==> config.mk <==
export PLATFORM = sky130hd
export DESIGN_NAME = rx_idle_timeout
export DESIGN_NICKNAME = d
export VERILOG_FILES = /design/src/rtl/rxto_pkg.sv /design/src/rtl/rxto_datapath.sv /design/src/rtl/rxto_ctrl.sv /design/src/rtl/rx_idle_timeout.sv
export SDC_FILE = /design/constraint.sdc
export NUM_CORES = 1
export LEC_CHECK = 0
export BUFFER_PORTS_ARGS = -buffer_cell sky130_fd_sc_hd__clkbuf_2
export CAP_MARGIN = 20
export CORE_MARGIN = 2
export CORE_UTILIZATION = 40
export CTS_BUF_LIST = sky130_fd_sc_hd__clkbuf_8
export DETAILED_ROUTE_END_ITERATION = 6
export GPL_TIMING_DRIVEN = 0
export REMOVE_ABC_BUFFERS = 1
export SETUP_SLACK_MARGIN = 0.4
export SYNTH_ARGS = -nofsm -noshare
export SYNTH_HDL_FRONTEND = slang
export SYNTH_SLANG_ARGS = --single-unit
==> constraint.sdc <==
create_clock -name clk -period 2.5 [get_ports clk]
set_clock_uncertainty 0.2 [all_clocks]
set_input_delay 0.375 -clock clk [delete_from_list [all_inputs] [get_ports clk]]
set_output_delay 0.375 -clock clk [all_outputs]
set_load 0.02 [all_outputs]
==> src/rtl/rxto_pkg.sv <==
package rxto_pkg;
  localparam int TICKS_PER_BIT = 16;
  localparam int CHAR_SPAN     = 4;
  localparam int MAX_FRAME     = 12;

  typedef struct packed {
    logic clear;
    logic advance;
  } rxto_strobe_t;
endpackage

==> src/rtl/rxto_datapath.sv <==
module rxto_datapath
  import rxto_pkg::*;
#(
  parameter int TPB   = TICKS_PER_BIT,
  parameter int CHARS = CHAR_SPAN,
  parameter int MAXB  = MAX_FRAME
) (
  input  logic         clk,
  input  logic         rstN,
  input  rxto_strobe_t strobe,
  input  logic [1:0]   dataLen,
  input  logic         parityEn,
  input  logic [1:0]   stopLen,
  output logic         hit
);
  localparam int PER_BIT = CHARS * TPB;
  localparam int HALF    = PER_BIT / 2;
  localparam int CNT_W   = $clog2(PER_BIT * MAXB + HALF + 1);

  logic [CNT_W-1:0] cnt;
  logic [CNT_W-1:0] nextCnt;
  logic [CNT_W-1:0] frameBits;
  logic [CNT_W-1:0] limit;

  always_comb begin
    frameBits = CNT_W'(6) + CNT_W'(dataLen) + CNT_W'(parityEn)
              + (stopLen[1] ? CNT_W'(2) : CNT_W'(1));
    limit     = frameBits * CNT_W'(PER_BIT)
              + ((stopLen == 2'b01) ? CNT_W'(HALF) : CNT_W'(0));
    nextCnt   = cnt + CNT_W'(1);
    hit       = (nextCnt >= limit);
  end

  always_ff @(posedge clk) begin
    if (!rstN)                cnt <= '0;
    else if (strobe.clear)    cnt <= '0;
    else if (strobe.advance)  cnt <= nextCnt;
  end

  // any restart strobe leaves the count at zero
  p_restart_zero_r6: assert property (@(posedge clk) disable iff (!rstN)
    strobe.clear |=> (cnt == '0));

  // while counting with stable settings the count stays under the limit
  p_count_bound_r2: assert property (@(posedge clk) disable iff (!rstN)
    (strobe.advance && $stable(limit)) |-> (cnt < limit));

  // the count moves only on an advance strobe
  p_count_still_r9: assert property (@(posedge clk) disable iff (!rstN)
    (!strobe.advance && !strobe.clear) |=> $stable(cnt));
endmodule

==> src/rtl/rxto_ctrl.sv <==
module rxto_ctrl
  import rxto_pkg::*;
(
  input  logic         clk,
  input  logic         rstN,
  input  logic         tick16,
  input  logic         charWr,
  input  logic         rhrRead,
  input  logic         notEmpty,
  input  logic         hit,
  output rxto_strobe_t strobe,
  output logic         timeout
);
  always_comb begin
    strobe.clear   = rhrRead | charWr | ~notEmpty;
    strobe.advance = tick16 & ~strobe.clear & ~timeout;
  end

  always_ff @(posedge clk) begin
    if (!rstN)                      timeout <= 1'b0;
    else if (strobe.clear)          timeout <= 1'b0;
    else if (strobe.advance && hit) timeout <= 1'b1;
  end

  p_read_clears_r5: assert property (@(posedge clk) disable iff (!rstN)
    rhrRead |=> !timeout);

  p_write_clears_r6: assert property (@(posedge clk) disable iff (!rstN)
    charWr |=> !timeout);

  p_empty_clears_r7: assert property (@(posedge clk) disable iff (!rstN)
    !notEmpty |=> !timeout);

  p_flag_held_r8: assert property (@(posedge clk) disable iff (!rstN)
    (timeout && notEmpty && !rhrRead && !charWr) |=> timeout);

  p_rise_on_tick_r9: assert property (@(posedge clk) disable iff (!rstN)
    $rose(timeout) |-> $past(tick16));
endmodule

==> src/rtl/rx_idle_timeout.sv <==
module rx_idle_timeout
  import rxto_pkg::*;
(
  input  logic       clk,
  input  logic       rstN,
  input  logic       tick16,
  input  logic [1:0] dataLen,
  input  logic       parityEn,
  input  logic [1:0] stopLen,
  input  logic       charWr,
  input  logic       rhrRead,
  input  logic       notEmpty,
  output logic       timeout
);
  rxto_strobe_t strobe;
  logic         hit;

  rxto_ctrl i_ctrl (
    .clk      (clk),
    .rstN     (rstN),
    .tick16   (tick16),
    .charWr   (charWr),
    .rhrRead  (rhrRead),
    .notEmpty (notEmpty),
    .hit      (hit),
    .strobe   (strobe),
    .timeout  (timeout)
  );

  rxto_datapath i_dp (
    .clk      (clk),
    .rstN     (rstN),
    .strobe   (strobe),
    .dataLen  (dataLen),
    .parityEn (parityEn),
    .stopLen  (stopLen),
    .hit      (hit)
  );
endmodule

* After elaboration in Yosys (flattened, before gate mapping)
Cells that the tools add are included.
** Word-level totals
- Register bits :: 11
- Latch bits :: 0
- Memory bits (writable) :: 0
- ROM bits :: 0
- Output and inout port bits :: 1
- Memories :: 0
** Operators by class
- Add/sub/neg operators :: 5
- $mul :: 0
- Divide/modulo/power cells :: 0
- Magnitude comparators :: 1
- Equal/unequal tests :: 1
- Shifts and indexed selects :: 0
- Muxes and demuxes :: 2
- Bitwise operators :: 8
- Reductions and logical operators :: 2
** Operators by type and width (count)
- $add 10x1->10 const B :: 1
- $add 10x10->10 :: 1
- $ge 10x10->1 :: 1
- $mux 6 :: 1
- $add 3x2->4 const A :: 1
- $add 4x1->4 :: 1
- $add 4x4->4 :: 1
- $not 1->1 :: 4
- $and 1x1->1 :: 2
- $eq 2x1->1 const B :: 1
- $mux 2 :: 1
- $or 1x1->1 :: 2
- $reduce_or 2->1 :: 1
- $logic_and 1x1->1 :: 1

* Longest topological paths before layout
Gate-level depths: netlist (run 1).
- Depth in word-level cells :: 6
- Depth in mapped cells :: 11
- Mapped depth without buffers :: 11

* Hierarchy
A second synthesis (run 1) with hierarchy kept.
** Second synthesis, totals
- Cell total of the unflattened synthesis :: 94
- Area total of the unflattened synthesis :: 812.0 um^2
** Modules (own cells, without submodules)
- rxto_datapath :: instances 1, cells each 89, area an instance 750.7 um^2
- rxto_ctrl :: instances 1, cells each 5, area an instance 61.3 um^2

* Worst setup path after synthesis (run 1)
No wires, ideal clock.
- Kind :: register -> register
- Start point :: register i_dp.cnt[3]
- End point :: register i_ctrl.timeout
- Setup time :: 0.132 ns
- Arrival time :: 1.928 ns
- Path slack :: 0.239 ns
- Cell stages (with the launch flop) :: 12
- Buffers on the path :: 2
- Clock period less this slack :: 2.261 ns
- Cell sequence :: dfxtp_1 -> buf_2 -> nand3_2 -> or3_1 -> clkbuf_2 -> nor2_1 -> xnor2_1 -> ha_1 -> nand4_1 -> nor2_1 -> a41oi_1 -> a21oi_1
** Between the ends
- Longest elaborated chain between the ends :: 3
** Ends and longest elaborated chain
- start, declared :: RTL line rxto_datapath.sv:20 : logic [CNT_W-1:0] cnt;
- start signal, assigned :: RTL line rxto_datapath.sv:37 : else if (strobe.advance) cnt <= nextCnt;
- $add 10x1->10 :: RTL line rxto_datapath.sv:30 : nextCnt = cnt + CNT_W'(1);
- via i_dp.nextCnt[9] :: RTL line rxto_datapath.sv:21 : logic [CNT_W-1:0] nextCnt;
- $ge 10x10->1 :: RTL line rxto_datapath.sv:31 : hit = (nextCnt >= limit);
- $logic_and 1x1->1 :: RTL line rxto_ctrl.sv:22 : else if (strobe.advance && hit) timeout <= 1'b1;
- end signal, assigned :: RTL line rxto_ctrl.sv:20 : if (!rstN) timeout <= 1'b0;
- end signal, assigned :: RTL line rxto_ctrl.sv:21 : else if (strobe.clear) timeout <= 1'b0;
- end signal, assigned :: RTL line rxto_ctrl.sv:22
- end, declared :: RTL line rxto_ctrl.sv:12 : output logic timeout
The timed path passes the listed nets, and every way through them passes these cells.
A chain may end at the register's enable or synchronous reset.

* Worst setup path in the final report (run 1)
- Start point :: register i_dp.cnt[0]
- End point :: register i_ctrl.timeout
The elaborated chain is that of the path after synthesis.

==> flow_metrics.tcl, run 1 <==
set metrics [dict create \
    ir_drop_mv 0.237 \
    io-pin-count 12 \
    gp_congestion 0.731 \
    cp-start-kind "register" \
    ys_top_cells_by_area "dfxtp_1, ha_1, xnor2_1" \
    cp.arrival_ns 2.11 \
    clk_pin_slew_ns 0.05 \
    clkPwrFrac_pct 45.2 \
    post-dp-hpwl_um 1140 \
    final_cell_count_no_fill 145 \
    p_sw_uw 93.1 \
    clock_sinks 11 \
    synth_compound_area_share_pct 9.39 \
    clkLatencyLatePin_ns 0.24 \
    wl_per_cell_um 11.7 \
    antenna_cells 0 \
    async_reset_ff_share_pct 0 \
    endpoint "i_ctrl.timeout" \
    ys_warn_count 0 \
    synth_top_family_by_area "simple AND/OR/NAND/NOR gates" \
    wl_um 1700 \
    min_period_ns 2.15 \
    cp.required_ns 2.46 \
    combPwrFrac_pct 11.6 \
    antenna_found_initial 0 \
    drc 0 \
    tightest_slew_ns 0.507 \
    cts_tree "done" \
    grt_pass1_wl_um 3090 \
    holdBufCountCts 0 \
    ys_top_cells_by_count "nor2_1, dfxtp_1, xnor2_1" \
    synth_mux_area_share_pct 1.36 \
    setup_tns_ns 0 \
    cp_slowest_cell "or3_4" \
    htree_levels 1 \
    synth.distinct_cells 30 \
    fin_hold_ws_ns 0.325 \
    hold_viol_final 0 \
    r2r_slack_ns 0.35 \
    grt_overflow 0 \
    setup-violations-final 0 \
    layout-drive-gt1-share_pct 38.1 \
    maxCapViolCount 0 \
    post-place-cells 136 \
    rr_worst_depth 9 \
    ant_nets 0 \
    yosysSeqAreaShare_pct 26.7 \
    synth_area_leader_cell "dfxtp_1" \
    numPortBuffers 11 \
    fmax_ghz 0.465 \
    synth_fa_ha_area_share_pct 17.6 \
    fin_area_um2 1100 \
    syn_to_final_growth_pct 33.5 \
    r2r_start "i_dp.cnt[0]" \
    ys.flop_type "dfxtp_1" \
    cts_buffers 3 \
    synth_top_cell_area_share_pct 26.7 \
    swShare_pct 23.6 \
    initial_core_util_pct 42.1 \
    pwr_density_cell_nw_per_um2 358 \
    period_share_pct 86.0 \
    rr_endpoint "i_ctrl.timeout" \
    synth-simple-area-share_pct 25.0 \
    max-slew-margin-rel_pct 66.1 \
    path_cells "nand2_4 -> or3_4 -> nor2_4 -> xnor2_2 -> ha_1 -> nand4_1 -> nor2_1 -> a41oi_2 -> a21oi_1" \
    first_pass_iters 3 \
    fp.dieH_um 49.4 \
    fp.dieArea_um2 2440 \
    synth_edf_count 0 \
    via_per_inst 4.96 \
    p_int_uw 301 \
    critPathCaptureType "register" \
    nets 141 \
    clockBufferDepth 2 \
    postPlaceCellArea_um2 893 \
    fillers 182 \
    outcome "complete, no violations" \
    avgSynthCellArea_um2 8.02 \
    first_global_vias 735 \
    clockRootBuffer "clkbuf_8" \
    routed-via-count 719 \
    synth_seq_cells 11 \
    yosysMostFrequentCell "nor2_1" \
    startpoint "i_dp.cnt[0]" \
    p_leak_nw 0.418 \
    syn-instance-count 103 \
    crit_path_max_incr_delay_ns 0.42 \
    rsz0062_at_grt "yes" \
    fin_util_pct 56.2 \
    p_seq_share_pct 43.2 \
    drtIter0Drc 5 \
    synth_xor_area_share_pct 13.8 \
    grt_max_degree 13 \
    die_w_um 49.4 \
    rows 16 \
    maxSlewViolCount 0 \
    grt_use_total_pct 16.6 \
    critical_path_class "register to register" \
    syn_area_um2 826 \
    cp_max_fo 4 \
    core-area_um2 1960 \
    hold_path.class "register to register" \
]
-- what timing repair did --
item | CTS | global route
setup endpoints to repair | 1 | 1
pin swaps | 13 | 0
resized for setup | 31 | 2
setup buffers | 5 | 0
cloned | 0 | 0
-- stage by stage --
stage / power [mW] / worst slack [ns]
final: 0.394 / 0.350
after global routing: 0.416 / 0.204
after CTS: 0.401 / 0.387
after detailed placement: 0.217 / 0.0304
after global placement: 0.215 / 0.0549
after floorplan: 0.202 / 0.255
-- worst min path at each step --
stage	start	endpoint	slack [ns]	cells after the start
global placement	i_dp.cnt[8]	i_dp.cnt[8]	0.29	2
finish	i_dp.cnt[7]	i_dp.cnt[7]	0.33	2
global route	i_dp.cnt[7]	i_dp.cnt[7]	0.37	2
floorplan	i_dp.cnt[8]	i_dp.cnt[8]	0.28	2
detailed placement	i_dp.cnt[8]	i_dp.cnt[8]	0.31	2
CTS	i_dp.cnt[7]	i_dp.cnt[7]	0.33	2
-- per-layer routing --
metal  global-route usage [%]  up-vias  part of all wire, %
li1                         -      376                    -
met2                     27.5       14                   48
met1                     20.7      325                   47
met3                     2.76        4                  3.6
met4                     8.33        0                  1.6
met5                        0        -                    0
-- sequential cells by signal (all words and copies together) (netlist names) --
name / cells
i_dp.cnt: 10
i_ctrl.timeout: 1
-- placed cells by master, fill, tap and decap left out, types with 2 or more instances in the layout --
cell / Yosys / layout
nor2_1: 14 / 12
clkbuf_2: 1 / 11
xnor2_1: 11 / 10
inv_1: 8 / 8
nand2_1: 9 / 7
ha_1: 10 / 6
a21oi_1: 5 / 5
dfxtp_4: 0 / 5
buf_4: 0 / 5
nor3_1: 4 / 4
dfxtp_1: 11 / 4
nand3_1: 3 / 3
nor4_1: 3 / 3
ha_4: 0 / 3
clkbuf_8: 0 / 3
nor2_4: 0 / 2
o21bai_1: 2 / 2
dfxtp_2: 0 / 2
-- power by group through the flow --
stage / Clock [mW] / Combinational [mW] / Sequential [mW]
after floorplan: 0 / 0.0228 / 0.179
after global placement: 0 / 0.0362 / 0.179
after detailed placement: 0 / 0.0381 / 0.179
after CTS: 0.183 / 0.0460 / 0.171
after global routing: 0.193 / 0.0535 / 0.170
final: 0.178 / 0.0458 / 0.170
-- logic make-up after synthesis --
group | Yosys count
buffers and inverters | 13
flip-flops | 11
adder cells (fa/ha/maj) | 11
multiplexers | 1
XOR/XNOR | 13
AO/OA/AOI/OAI | 12
AND/OR/NAND/NOR | 42
-- cell type report --
cell class | instances | area [µm²] | area share, %
Clock inverter | 1 | 3.75 | 0.341
Clock buffer | 3 | 41.3 | 3.75
Timing Repair Buffer | 16 | 92.6 | 8.40
Sequential cell | 11 | 241 | 21.9
Multi-Input combinational cell | 79 | 659 | 59.8
Inverter | 8 | 30.0 | 2.72
Tap cell | 27 | 33.8 | 3.06
-- worst max-delay path, delay by kind of cell (launching register included) --
family	cells	cell delay, ns
fa+ha+maj	1	0.29
xor+xnor	1	0.08
simple gates	5	0.86
flops	1	0.38
compound gates	2	0.27
Power figures use the tool's default switching activity.
==> inputs of run 2 (changes only) <==
Settings changed: BUFFER_PORTS_ARGS -buffer_cell sky130_fd_sc_hd__clkbuf_2 to -buffer_cell sky130_fd_sc_hd__buf_4, REMOVE_ABC_BUFFERS 1 to not set, SKIP_CTS_REPAIR_TIMING set to 1.
==> flow_metrics.tcl, run 2 (synthesized netlist as in run 1, its figures left out) <==
set metrics [dict create \
    outcome "complete, no violations" \
    fp.dieArea_um2 2440 \
    cts_tree "done" \
    p_leak_nw 0.381 \
    final_common_cell "nor2_1" \
    clockRootBuffer "clkbuf_8" \
    cp_max_fo 5 \
    cp.arrival_ns 2.20 \
    rr_endpoint "i_ctrl.timeout" \
    clock_sinks 11 \
    htree_levels 1 \
    final_cell_mix "nor2_1, xnor2_1, buf_4" \
    grt_max_degree 11 \
    cp-start-kind "register" \
    synthesis.nets 125 \
    top_register "i_dp.cnt" \
    largest_reg_flops 10 \
    initial_core_util_pct 42.1 \
    gp_congestion 0.789 \
    critical_path_class "register to register" \
    core-area_um2 1960 \
    met1Wirelength_um 725 \
    numPortBuffers 11 \
    via_per_inst 4.85 \
    antenna_found_initial 0 \
    first_global_vias 664 \
    post-dp-hpwl_um 1200 \
    grt_overflow 0 \
    min_from "i_dp.cnt[8]" \
    grt_pass1_wl_um 2770 \
    fp.dieH_um 49.4 \
    cts_buffers 3 \
    top_regs "i_dp.cnt: 10 flops, i_ctrl.timeout: 1 flops" \
    rows 16 \
    cp.required_ns 2.41 \
    clk_pin_slew_ns 0.05 \
    fmax_ghz 0.438 \
    r2r_start "i_dp.cnt[1]" \
    pwr_density_cell_nw_per_um2 382 \
    rsz0062_at_grt "yes" \
    dr_wl_met3_um 48 \
    hold_path.class "register to register" \
    ir_drop_mv 0.320 \
    routed-via-count 703 \
    period_share_pct 91.3 \
    rr_worst_depth 10 \
    grt_use_total_pct 15.1 \
    fin_util_pct 53.8 \
    layout-drive-gt1-share_pct 26.3 \
    clkLatencyLatePin_ns 0.25 \
    dr.max_layer_used "met4" \
    hold_viol_final 0 \
    startpoint "i_dp.cnt[1]" \
    drc 0 \
    endpoint "i_ctrl.timeout" \
    wl_per_cell_um 10.5 \
    antenna_cells 0 \
    setup_tns_ns 0 \
    die_w_um 49.4 \
    min_period_ns 2.28 \
    first_pass_iters 4 \
    tightest_slew_ns 0.448 \
    wl_um 1520 \
    ant_nets 0 \
    setup-violations-final 0 \
    maxSlewViolCount 0 \
    syn_to_final_growth_pct 27.9 \
    max-slew-margin-rel_pct 70.2 \
    critPathCaptureType "register" \
    drtIter0Drc 13 \
    r2r_slack_ns 0.22 \
    nets 141 \
    io-pin-count 12 \
    met2_wirelength_um 722 \
    maxCapViolCount 0 \
    clockBufferDepth 2 \
]
[run 2: changes by cell type in the layout (fill, tap and decap cells not counted), moves of 2 or more]
| cell | change |
|---|---|
| clkbuf_2 | -10 |
| buf_4 | +6 |
| clkbuf_1 | +3 |
| dfxtp_1 | +3 |
| dfxtp_4 | -3 |
| nand2_1 | +2 |
| nor2_4 | -2 |
[run 2: metrics by stage]
| step | hold slack, ns | cells | power (mW) | worst slack, ns | area (µm²) |
|---|---|---|---|---|---|
| floorplan | 0.276 | 103 | 0.209 | 0.396 | 892 |
| global placement | 0.291 | 141 | 0.227 | 0.101 | 1010 |
| detailed placement | 0.307 | 141 | 0.228 | 0.124 | 1010 |
| CTS | 0.315 | 145 | 0.413 | 0.177 | 1050 |
| global route | 0.345 | 145 | 0.427 | 0.0848 | 1060 |
| finish | 0.308 | 145 | 0.404 | 0.218 | 1060 |
[run 2: how the worst min path moves through the flow]
stage                             end  slack, ns  depth (start not counted)
after detailed placement  i_dp.cnt[1]       0.31                          2
after CTS                 i_dp.cnt[1]       0.31                          2
after global routing      i_dp.cnt[1]       0.34                          2
after global placement    i_dp.cnt[8]       0.29                          2
final                     i_dp.cnt[8]       0.31                          2
after floorplan           i_dp.cnt[8]       0.28                          2
[run 2: layout make-up]
cell class / count / area [µm²]
fill: 219 / 906
multi-input combinational: 79 / 607
sequential: 11 / 230
timing repair buffer: 11 / 82.6
clock buffer: 3 / 41.3
tap: 27 / 33.8
inverter: 8 / 30.0
buffer: 5 / 27.5
clock inverter: 1 / 3.75
[run 2: metal layers]
layer / up-vias / track usage, %
met3: 3 / 5.52
li1: 375 / -
met2: 4 / 24.8
met1: 321 / 17.5
met4: 0 / 6.94
met5: - / 0
[run 2: where the power goes]
| group | switching, mW | total [mW] | internal, mW | leakage (nW) |
|---|---|---|---|---|
| clock network | 0.0731 | 0.181 | 0.108 | 0.0269 |
| logic | 0.0217 | 0.0488 | 0.0271 | 0.263 |
| registers | 0.000107 | 0.174 | 0.173 | 0.0912 |
| total | 0.0949 | 0.404 | 0.309 | 0.381 |
[run 2: worst max-delay path, cell delays in order (launching register included)]
cell,delay (ns)
dfxtp_4,0.37
ha_4,0.15
nand2_1,0.06
or2_1,0.29
nor2_1,0.13
xor2_1,0.25
ha_4,0.25
nand4_1,0.11
nor2_1,0.05
a41oi_1,0.19
a21oi_1,0.09
